[config.mk]
export PLATFORM = sky130hd
export DESIGN_NAME = vwin_xlate
export DESIGN_NICKNAME = d
export VERILOG_FILES = /design/src/rtl/vwin_pkg.sv /design/src/rtl/vwin_bank_sel.sv /design/src/rtl/vwin_plane_map.sv /design/src/rtl/vwin_xlate.sv
export SDC_FILE = /design/constraint.sdc
export NUM_CORES = 1
export LEC_CHECK = 0
export CAP_MARGIN = 20
export CORE_UTILIZATION = 55
export DETAILED_ROUTE_END_ITERATION = 6
export DONT_BUFFER_PORTS = 1
export HOLD_SLACK_MARGIN = 0.12
export PLACE_DENSITY = 0.73
export SYNTH_ARGS = -nofsm -noshare
export SYNTH_HDL_FRONTEND = slang
export SYNTH_HIERARCHICAL = 1
export SYNTH_SLANG_ARGS = --single-unit
[constraint.sdc]
create_clock -name clk -period 4.8 [get_ports clk]
set_clock_uncertainty 0.2 [all_clocks]
set_input_delay 0.48 -clock clk [delete_from_list [all_inputs] [get_ports clk]]
set_output_delay 0.48 -clock clk [all_outputs]
set_load 0.02 [all_outputs]
[src/rtl/vwin_pkg.sv]
// Shared constants and types for the video window address translator.
// Assumes four planes of 1 MB each and a 16-bit window.
package vwin_pkg;
    localparam int unsigned WIN_W      = 16;
    localparam int unsigned PLANE_AW   = 20;
    localparam int unsigned PLANE_CNT  = 4;
    localparam int unsigned PLANE_SW   = $clog2(PLANE_CNT);
    localparam int unsigned LIN_W      = PLANE_AW + PLANE_SW;
    localparam int unsigned BANK_W     = 8;
    localparam int unsigned FINE_SH    = 12;
    localparam int unsigned COARSE_SH  = 14;

    // How the plane number is derived for an access
    typedef enum logic [1:0] {
        PM_SELECT = 2'd0,
        PM_PAIRED = 2'd1,
        PM_QUAD   = 2'd2
    } plane_mode_e;
endpackage

[src/rtl/vwin_bank_sel.sv]
// Picks one of two bank offset registers and scales it by the granule.
// Assumes the register value fits after shifting; upper bits are dropped
// so the result wraps inside one plane.
module vwin_bank_sel #(
    parameter int unsigned BANK_W    = 8,
    parameter int unsigned PLANE_AW  = 20,
    parameter int unsigned FINE_SH   = 12,
    parameter int unsigned COARSE_SH = 14
) (
    input  logic                upper_half,
    input  logic                dual_en,
    input  logic                coarse,
    input  logic [BANK_W-1:0]   ofs0,
    input  logic [BANK_W-1:0]   ofs1,
    output logic [PLANE_AW-1:0] bank_base
);
    logic [BANK_W-1:0]   chosen;
    logic [PLANE_AW-1:0] widened;

    // Select the register for the half of the window being accessed
    always_comb begin
        chosen = (dual_en && upper_half) ? ofs1 : ofs0;
    end

    // Scale by the granule; a zero register contributes nothing
    always_comb begin
        widened = PLANE_AW'(chosen);
        if (chosen == '0)
            bank_base = '0;
        else if (coarse)
            bank_base = widened << COARSE_SH;
        else
            bank_base = widened << FINE_SH;
    end
endmodule

[src/rtl/vwin_plane_map.sv]
// Derives the plane number and the plane-aligned offset from the
// window offset. Chain-4 takes priority over odd/even addressing.
module vwin_plane_map
    import vwin_pkg::*;
#(
    parameter int unsigned OFS_W = 16,
    parameter int unsigned SEL_W = 2
) (
    input  logic             quad_en,
    input  logic             paired_en,
    input  logic [SEL_W-1:0] plane_sel,
    input  logic [OFS_W-1:0] win_ofs,
    output logic [SEL_W-1:0] plane,
    output logic [OFS_W-1:0] aligned_ofs
);
    plane_mode_e mode;

    // Decode the addressing mode with chain-4 first
    always_comb begin
        if (quad_en)
            mode = PM_QUAD;
        else if (paired_en)
            mode = PM_PAIRED;
        else
            mode = PM_SELECT;
    end

    // Form the plane and clear the address bits that selected it
    always_comb begin
        plane       = plane_sel;
        aligned_ofs = win_ofs;
        case (mode)
            PM_QUAD: begin
                plane       = SEL_W'(win_ofs[1:0]);
                aligned_ofs = {win_ofs[OFS_W-1:2], 2'b00};
            end
            PM_PAIRED: begin
                plane       = SEL_W'(win_ofs[0]);
                aligned_ofs = {win_ofs[OFS_W-1:1], 1'b0};
            end
            default: begin
                plane       = plane_sel;
                aligned_ofs = win_ofs;
            end
        endcase
    end
endmodule

[src/rtl/vwin_xlate.sv]
// Top of the banked video window address translator. Combinational
// translation of one access, captured one cycle after a valid strobe.
// Assumes inputs are stable around the clock edge where req_vld is 1.
module vwin_xlate
    import vwin_pkg::*;
(
    input  logic                clk,
    input  logic                rst_n,
    input  logic                req_vld,
    input  logic                is_write,
    input  logic [WIN_W-1:0]    cpu_addr,
    input  logic [WIN_W-1:0]    win_base,
    input  logic                dual_win,
    input  logic                coarse_gran,
    input  logic [BANK_W-1:0]   bank_ofs0,
    input  logic [BANK_W-1:0]   bank_ofs1,
    input  logic                chain4,
    input  logic                odd_even,
    input  logic [1:0]          rd_plane,
    input  logic                rd_cmp_mode,
    output logic                out_vld,
    output logic [PLANE_AW-1:0] byte_ofs,
    output logic [LIN_W-1:0]    lin_addr
);
    logic [WIN_W-1:0]    win_ofs;
    logic [WIN_W-1:0]    aligned_ofs;
    logic [PLANE_SW-1:0] plane;
    logic [PLANE_AW-1:0] bank_base;
    logic [PLANE_AW-1:0] ofs_next;
    logic [LIN_W-1:0]    lin_next;

    // Window-relative offset, wrapping in 16 bits
    always_comb begin
        win_ofs = cpu_addr - win_base;
    end

    vwin_bank_sel #(
        .BANK_W    (BANK_W),
        .PLANE_AW  (PLANE_AW),
        .FINE_SH   (FINE_SH),
        .COARSE_SH (COARSE_SH)
    ) u_bank (
        .upper_half (win_ofs[WIN_W-1]),
        .dual_en    (dual_win),
        .coarse     (coarse_gran),
        .ofs0       (bank_ofs0),
        .ofs1       (bank_ofs1),
        .bank_base  (bank_base)
    );

    vwin_plane_map #(
        .OFS_W (WIN_W),
        .SEL_W (PLANE_SW)
    ) u_plane (
        .quad_en     (chain4),
        .paired_en   (odd_even),
        .plane_sel   (rd_plane),
        .win_ofs     (win_ofs),
        .plane       (plane),
        .aligned_ofs (aligned_ofs)
    );

    // Add the bank base and qualify with the plane for normal reads
    always_comb begin
        ofs_next = PLANE_AW'(aligned_ofs) + bank_base;
        if (is_write || rd_cmp_mode)
            lin_next = {{PLANE_SW{1'b0}}, ofs_next};
        else
            lin_next = {plane, ofs_next};
    end

    // Output register: capture on a strobe, hold otherwise
    always_ff @(posedge clk) begin
        if (!rst_n) begin
            out_vld  <= 1'b0;
            byte_ofs <= '0;
            lin_addr <= '0;
        end else begin
            out_vld <= req_vld;
            if (req_vld) begin
                byte_ofs <= ofs_next;
                lin_addr <= lin_next;
            end
        end
    end

    // a strobe yields a valid result on the next cycle
    a_r9_vld_follows: assert property (@(posedge clk) disable iff (!rst_n)
        req_vld |=> out_vld);

    // with no strobe the result holds and is not marked valid
    a_r9_idle_hold: assert property (@(posedge clk) disable iff (!rst_n)
        !req_vld |=> (!out_vld && $stable(byte_ofs) && $stable(lin_addr)));

    // writes never carry a plane number
    a_r8_write_plane0: assert property (@(posedge clk) disable iff (!rst_n)
        (req_vld && is_write) |=> (lin_addr[LIN_W-1:PLANE_AW] == '0));

    // compare-mode reads never carry a plane number
    a_r7_cmp_plane0: assert property (@(posedge clk) disable iff (!rst_n)
        (req_vld && !is_write && rd_cmp_mode) |=> (lin_addr[LIN_W-1:PLANE_AW] == '0));

    // the in-plane part of the linear address is the byte offset
    a_r7_low_match: assert property (@(posedge clk) disable iff (!rst_n)
        out_vld |-> (lin_addr[PLANE_AW-1:0] == byte_ofs));
endmodule

# ---- Yosys cells after proc, flatten, opt, wreduce, memory -nomap -nowiden
# Index checks and enable logic that the tools add are counted.
dict set report classes {
  n_addsub 2
  n_eq_ne 2
  muxes 8
  reduce_logical 3
}
# cell count
set op_table {}
lappend op_table {{two-way mux 20 bit} 2}
lappend op_table {{two-way mux 22 bit} 1}
lappend op_table {{adder 16 x 20 -> 20 bit} 1}
lappend op_table {{subtractor 16 bit} 1}
lappend op_table {{logical NOT 8 bit} 1}
lappend op_table {{two-way mux 8 bit} 1}
lappend op_table {{one-hot mux 2 bit (2 select lines)} 2}
lappend op_table {{== test 2 x 1 -> 1 bit (second input constant)} 1}
lappend op_table {{== test 2 bit (second input constant)} 1}
lappend op_table {{two-way mux 2 bit} 1}
lappend op_table {{logical AND 1 bit} 1}
lappend op_table {{logical OR 1 bit} 1}
lappend op_table {{two-way mux 1 bit} 1}
dict set report totals {
  reg_bits 43
  out_inout_bits 43
  word_cells 18
}

# ---- Depth between registers and ports, before layout
dict set report depth {
  ltp_word 7
  mapped_depth 19
  mapped_depth_nobuf 17
}

# ---- By module
# The synthesis kept the hierarchy.
# module instances cells_each area_per_inst_um2 seq_area_each_um2
set by_module_without_submodules {}
lappend by_module_without_submodules {vwin_xlate 1 338 2686.3 460.4}
lappend by_module_without_submodules {vwin_bank_sel 1 28 292.8 0.0}
lappend by_module_without_submodules {vwin_plane_map 1 19 152.6 0.0}

# ---- Least setup slack after synthesis
# OpenSTA, ideal clock, no wires.
dict set report synth_timing {
  path_kind {input -> register}
  startpoint {in win_base[1]}
  endpoint {reg byte_ofs[16]}
  t_arrival_ns 4.214
  t_required_ns 4.478
  path_slack_ns 0.264
  stages 19
  path_cell_list {inv_1 > ha_1 > nor2b_1 > o31a_1 > o311ai_1 > a31oi_1 > o22ai_1 > xnor2_1 > and2_4 > buf_6 > mux4_2 > ha_1 > clkbuf_1 > nor2_1 > o21ai_0 > o2bb2ai_1 > a21oi_4 > and4_2 > a311o_1}
}
dict set report synth_via {
  elab_chain_cells 6
  word_cells_on_any_way 8
  cone_classes {add/sub: 2; mux: 4; reduce/logical: 2}
}
# item line_no
set synth_lines {}
lappend synth_lines {{from (decl)} vwin_xlate.sv:12} ;# input logic [WIN_W-1:0] win_base,
lappend synth_lines {{subtractor 16 bit (*)} vwin_xlate.sv:34} ;# win_ofs = cpu_addr - win_base;
lappend synth_lines {{named net win_ofs[15]} vwin_xlate.sv:25} ;# logic [WIN_W-1:0] win_ofs;
lappend synth_lines {{logical AND 1 bit (*)} vwin_bank_sel.sv:22} ;# chosen = (dual_en && upper_half) ? ofs1 : ofs0;
lappend synth_lines {{two-way mux 8 bit (*)} vwin_bank_sel.sv:22}
lappend synth_lines {{logical NOT 8 bit or two-way mux 20 bit (tied branches)} {vwin_bank_sel.sv:28, vwin_bank_sel.sv:30}}
lappend synth_lines {{two-way mux 20 bit (*)} vwin_bank_sel.sv:28} ;# if (chosen == '0)
lappend synth_lines {{named net bank_base[14]} vwin_xlate.sv:28} ;# logic [PLANE_AW-1:0] bank_base;
lappend synth_lines {{adder 16 x 20 -> 20 bit (*)} vwin_xlate.sv:65} ;# ofs_next = PLANE_AW'(aligned_ofs) + bank_base;
lappend synth_lines {{to (signal assigned)} vwin_xlate.sv:81} ;# byte_ofs <= ofs_next;
lappend synth_lines {{to (decl)} vwin_xlate.sv:22} ;# output logic [PLANE_AW-1:0] byte_ofs,
# The timed path passes the listed nets; every way through them passes the cells marked *.
# A chain may end at the register's enable or synchronous reset.

# ---- Worst setup path in the final report
# Ends and elaborated chain as after synthesis.

==> results_dict.tcl <==
set metrics [dict create \
    maxCapViolations 0 \
    cts_root_buffer "clkbuf_8" \
    leakage_nw 1.25 \
    portBuffers 0 \
    end_kind "flip-flop" \
    critPathArrivalTime_ns 4.29 \
    powerDensity_nw_per_um2 331 \
    setup_viol 0 \
    rows 27 \
    ys.warnings.count 6 \
    ys_ff_latch 23 \
    wl_per_cell_um 14.3 \
    pre_cts_slack_ns 0.199 \
    period_needed_ns 4.33 \
    drive_gt1_share_pct 10.1 \
    setup_slack_ns 0.465 \
    cts.path.max_buffers 2 \
    clock-sinks 23 \
    viasPerCell 5.84 \
    synth_edf_count 0 \
    period_share_pct 90.3 \
    clkTransAtPathRegs_ns 0.08 \
    ant_nets 0 \
    core_area_um2 5510 \
    initial_core_util_pct 56.9 \
    drv_slew 0 \
    path_max_fanout 9 \
    antenna_found_initial 0 \
    start_kind "primary input" \
    grt-ovfl-total 0 \
    hold-worst-slack_ns 0.140 \
    hpwlAfterDp_um 4810 \
    synth_seq_area_share_pct 14.7 \
    multi_input_area_um2 2190 \
    antenna_cells 0 \
    hp-start "rst_n" \
    hold_depth 1 \
    h-tree-depth 1 \
    grt_pass1_wl_um 9830 \
    avgSynthCellArea_um2 8.13 \
    vias 2441 \
    async_flop_share_pct 0 \
    max_freq_mhz 231 \
    track_usage_pct 19.5 \
    syn_area_um2 3130 \
    required_ns 4.75 \
    fin_util_pct 52.8 \
    nets 439 \
    die_height_um 77.5 \
    cts_tree "built" \
    syn_to_final_growth_pct -7.15 \
    tns_ns 0 \
    grt_max_degree 33 \
    cts_buffers 3 \
    drc 0 \
    ys.flop_type "dfxtp_1" \
    r2r_start "byte_ofs[14]" \
    totalWireLength_um 5960 \
    grt_setup_unrepaired "false" \
    regArea_um2 460 \
    status "finished, final reports clean" \
    place_congestion 0.865 \
    die-area_um2 6000 \
    die_w_um 77.5 \
    syn_inst 385 \
    irDropWorstVdd_uv 190 \
    crit_type "primary input to flip-flop" \
    cp-startpoint "win_base[1]" \
    hold_class "primary input to flip-flop" \
    io_pins 102 \
    final.fill_count 536 \
    yosysUniqueCellTypes 68 \
    rr_worst_depth 3 \
    grt_pass1_vias 2235 \
    first_pass_iters 4 \
    dr.first_iter.drc_count 121 \
    clk_latency_ns 0.26 \
    cts_resized 0 \
    hold_violations 0 \
]
-- cell families after synthesis --
logic type,after synthesis,synth area share (%)
fa+ha+maj,33,13.7
simple gates,104,17.6
xor+xnor,18,5.03
other cells,1,0.120
buf+inv,84,16.7
flops,23,14.7
compound gates,107,24.8
mux,15,7.35
-- metrics by stage --
step	instance area, um^2	power (mW)	instances
floorplan	3170	0.845	396
global placement	2850	0.817	413
detailed placement	2850	0.828	413
CTS	2910	0.950	418
global route	2910	1.04	418
finish	2910	0.963	418
-- path summary, 6_finish.rpt --
path	slack, ns	endpoint
worst max-delay path	0.47	byte_ofs[16]
worst max register to register	3.49	byte_ofs[14]
worst min register to register	0.37	lin_addr[21]
worst min-delay path	0.14	byte_ofs[10]
-- layout by cell type (no fill, tap or decap), types with 5 or more instances in the layout --
cell type,count
conb_1,12
a211oi_1,6
nor3_1,8
nor2_1,20
o21a_1,8
mux2i_1,8
nand3_1,17
xnor2_1,17
o21ai_0,23
a21o_1,5
nand2_1,19
a21oi_1,18
a31oi_1,5
dfxtp_1,23
ha_1,31
inv_1,28
mux4_2,6
nor2b_1,10
-- routing by layer --
layer	global-route usage, %	wire, um	vias up
li1	-	-	1249
met1	27.0	2990	1122
met2	32.4	2690	66
met3	2.24	236	4
met4	4.15	42	0
met5	0	0	-
-- registers in the layout (all words and copies together), names as in the netlist --
name	count
byte_ofs	19
out_vld	1
lin_addr	3
-- synthesized netlist by cell type (all sizes together), types with 8 or more instances --
cell    instances  area [um^2]
nor2b          10         62.6
ha             31          388
o21a            8         60.1
clkbuf          8         50.1
a211oi          8         70.1
buf            48          368
nand3          18         95.1
a21oi          20          115
dfxtp          23          460
nor2           21         81.3
o21ai          27          139
xnor2          17          149
inv            28          105
nor3            8         40.0
mux2i           8         80.1
nand2          19         71.3
-- where the power goes --
group          internal (mW)  switching, mW  leakage (nW)
registers              0.223          0.109         0.190
clock network         0.0591         0.0580        0.0228
logic                  0.232          0.281          1.04
total                  0.515          0.448          1.25
-- critical path, cell delays in order --
cell and delay (ns):
inv_1 0.02, ha_1 0.25, nor2b_1 0.14, o31a_1 0.28, o311ai_1 0.45, a31oi_1 0.17
o22ai_1 0.16, xnor2_1 0.17, and2_4 0.25, mux4_2 0.51, ha_1 0.46, nor2_1 0.07
o21ai_0 0.15, o2bb2ai_1 0.18, a21oi_4 0.06, and4_2 0.23, a311o_1 0.26
-- timing repair --
item	4_1_cts	5_1_grt
hold buffers	1	0
setup buffers	0	0
endpoints found under the hold margin	2	0
-- area by class of cell --
class,instances,share of cell area [%]
Tap cell,72,3.10
Multi-Input combinational cell,289,75.3
Timing Repair Buffer,2,0.602
Sequential cell,23,15.8
Clock buffer,4,1.55
Inverter,28,3.61
Note: power is estimated with default switching activity, not from simulation.
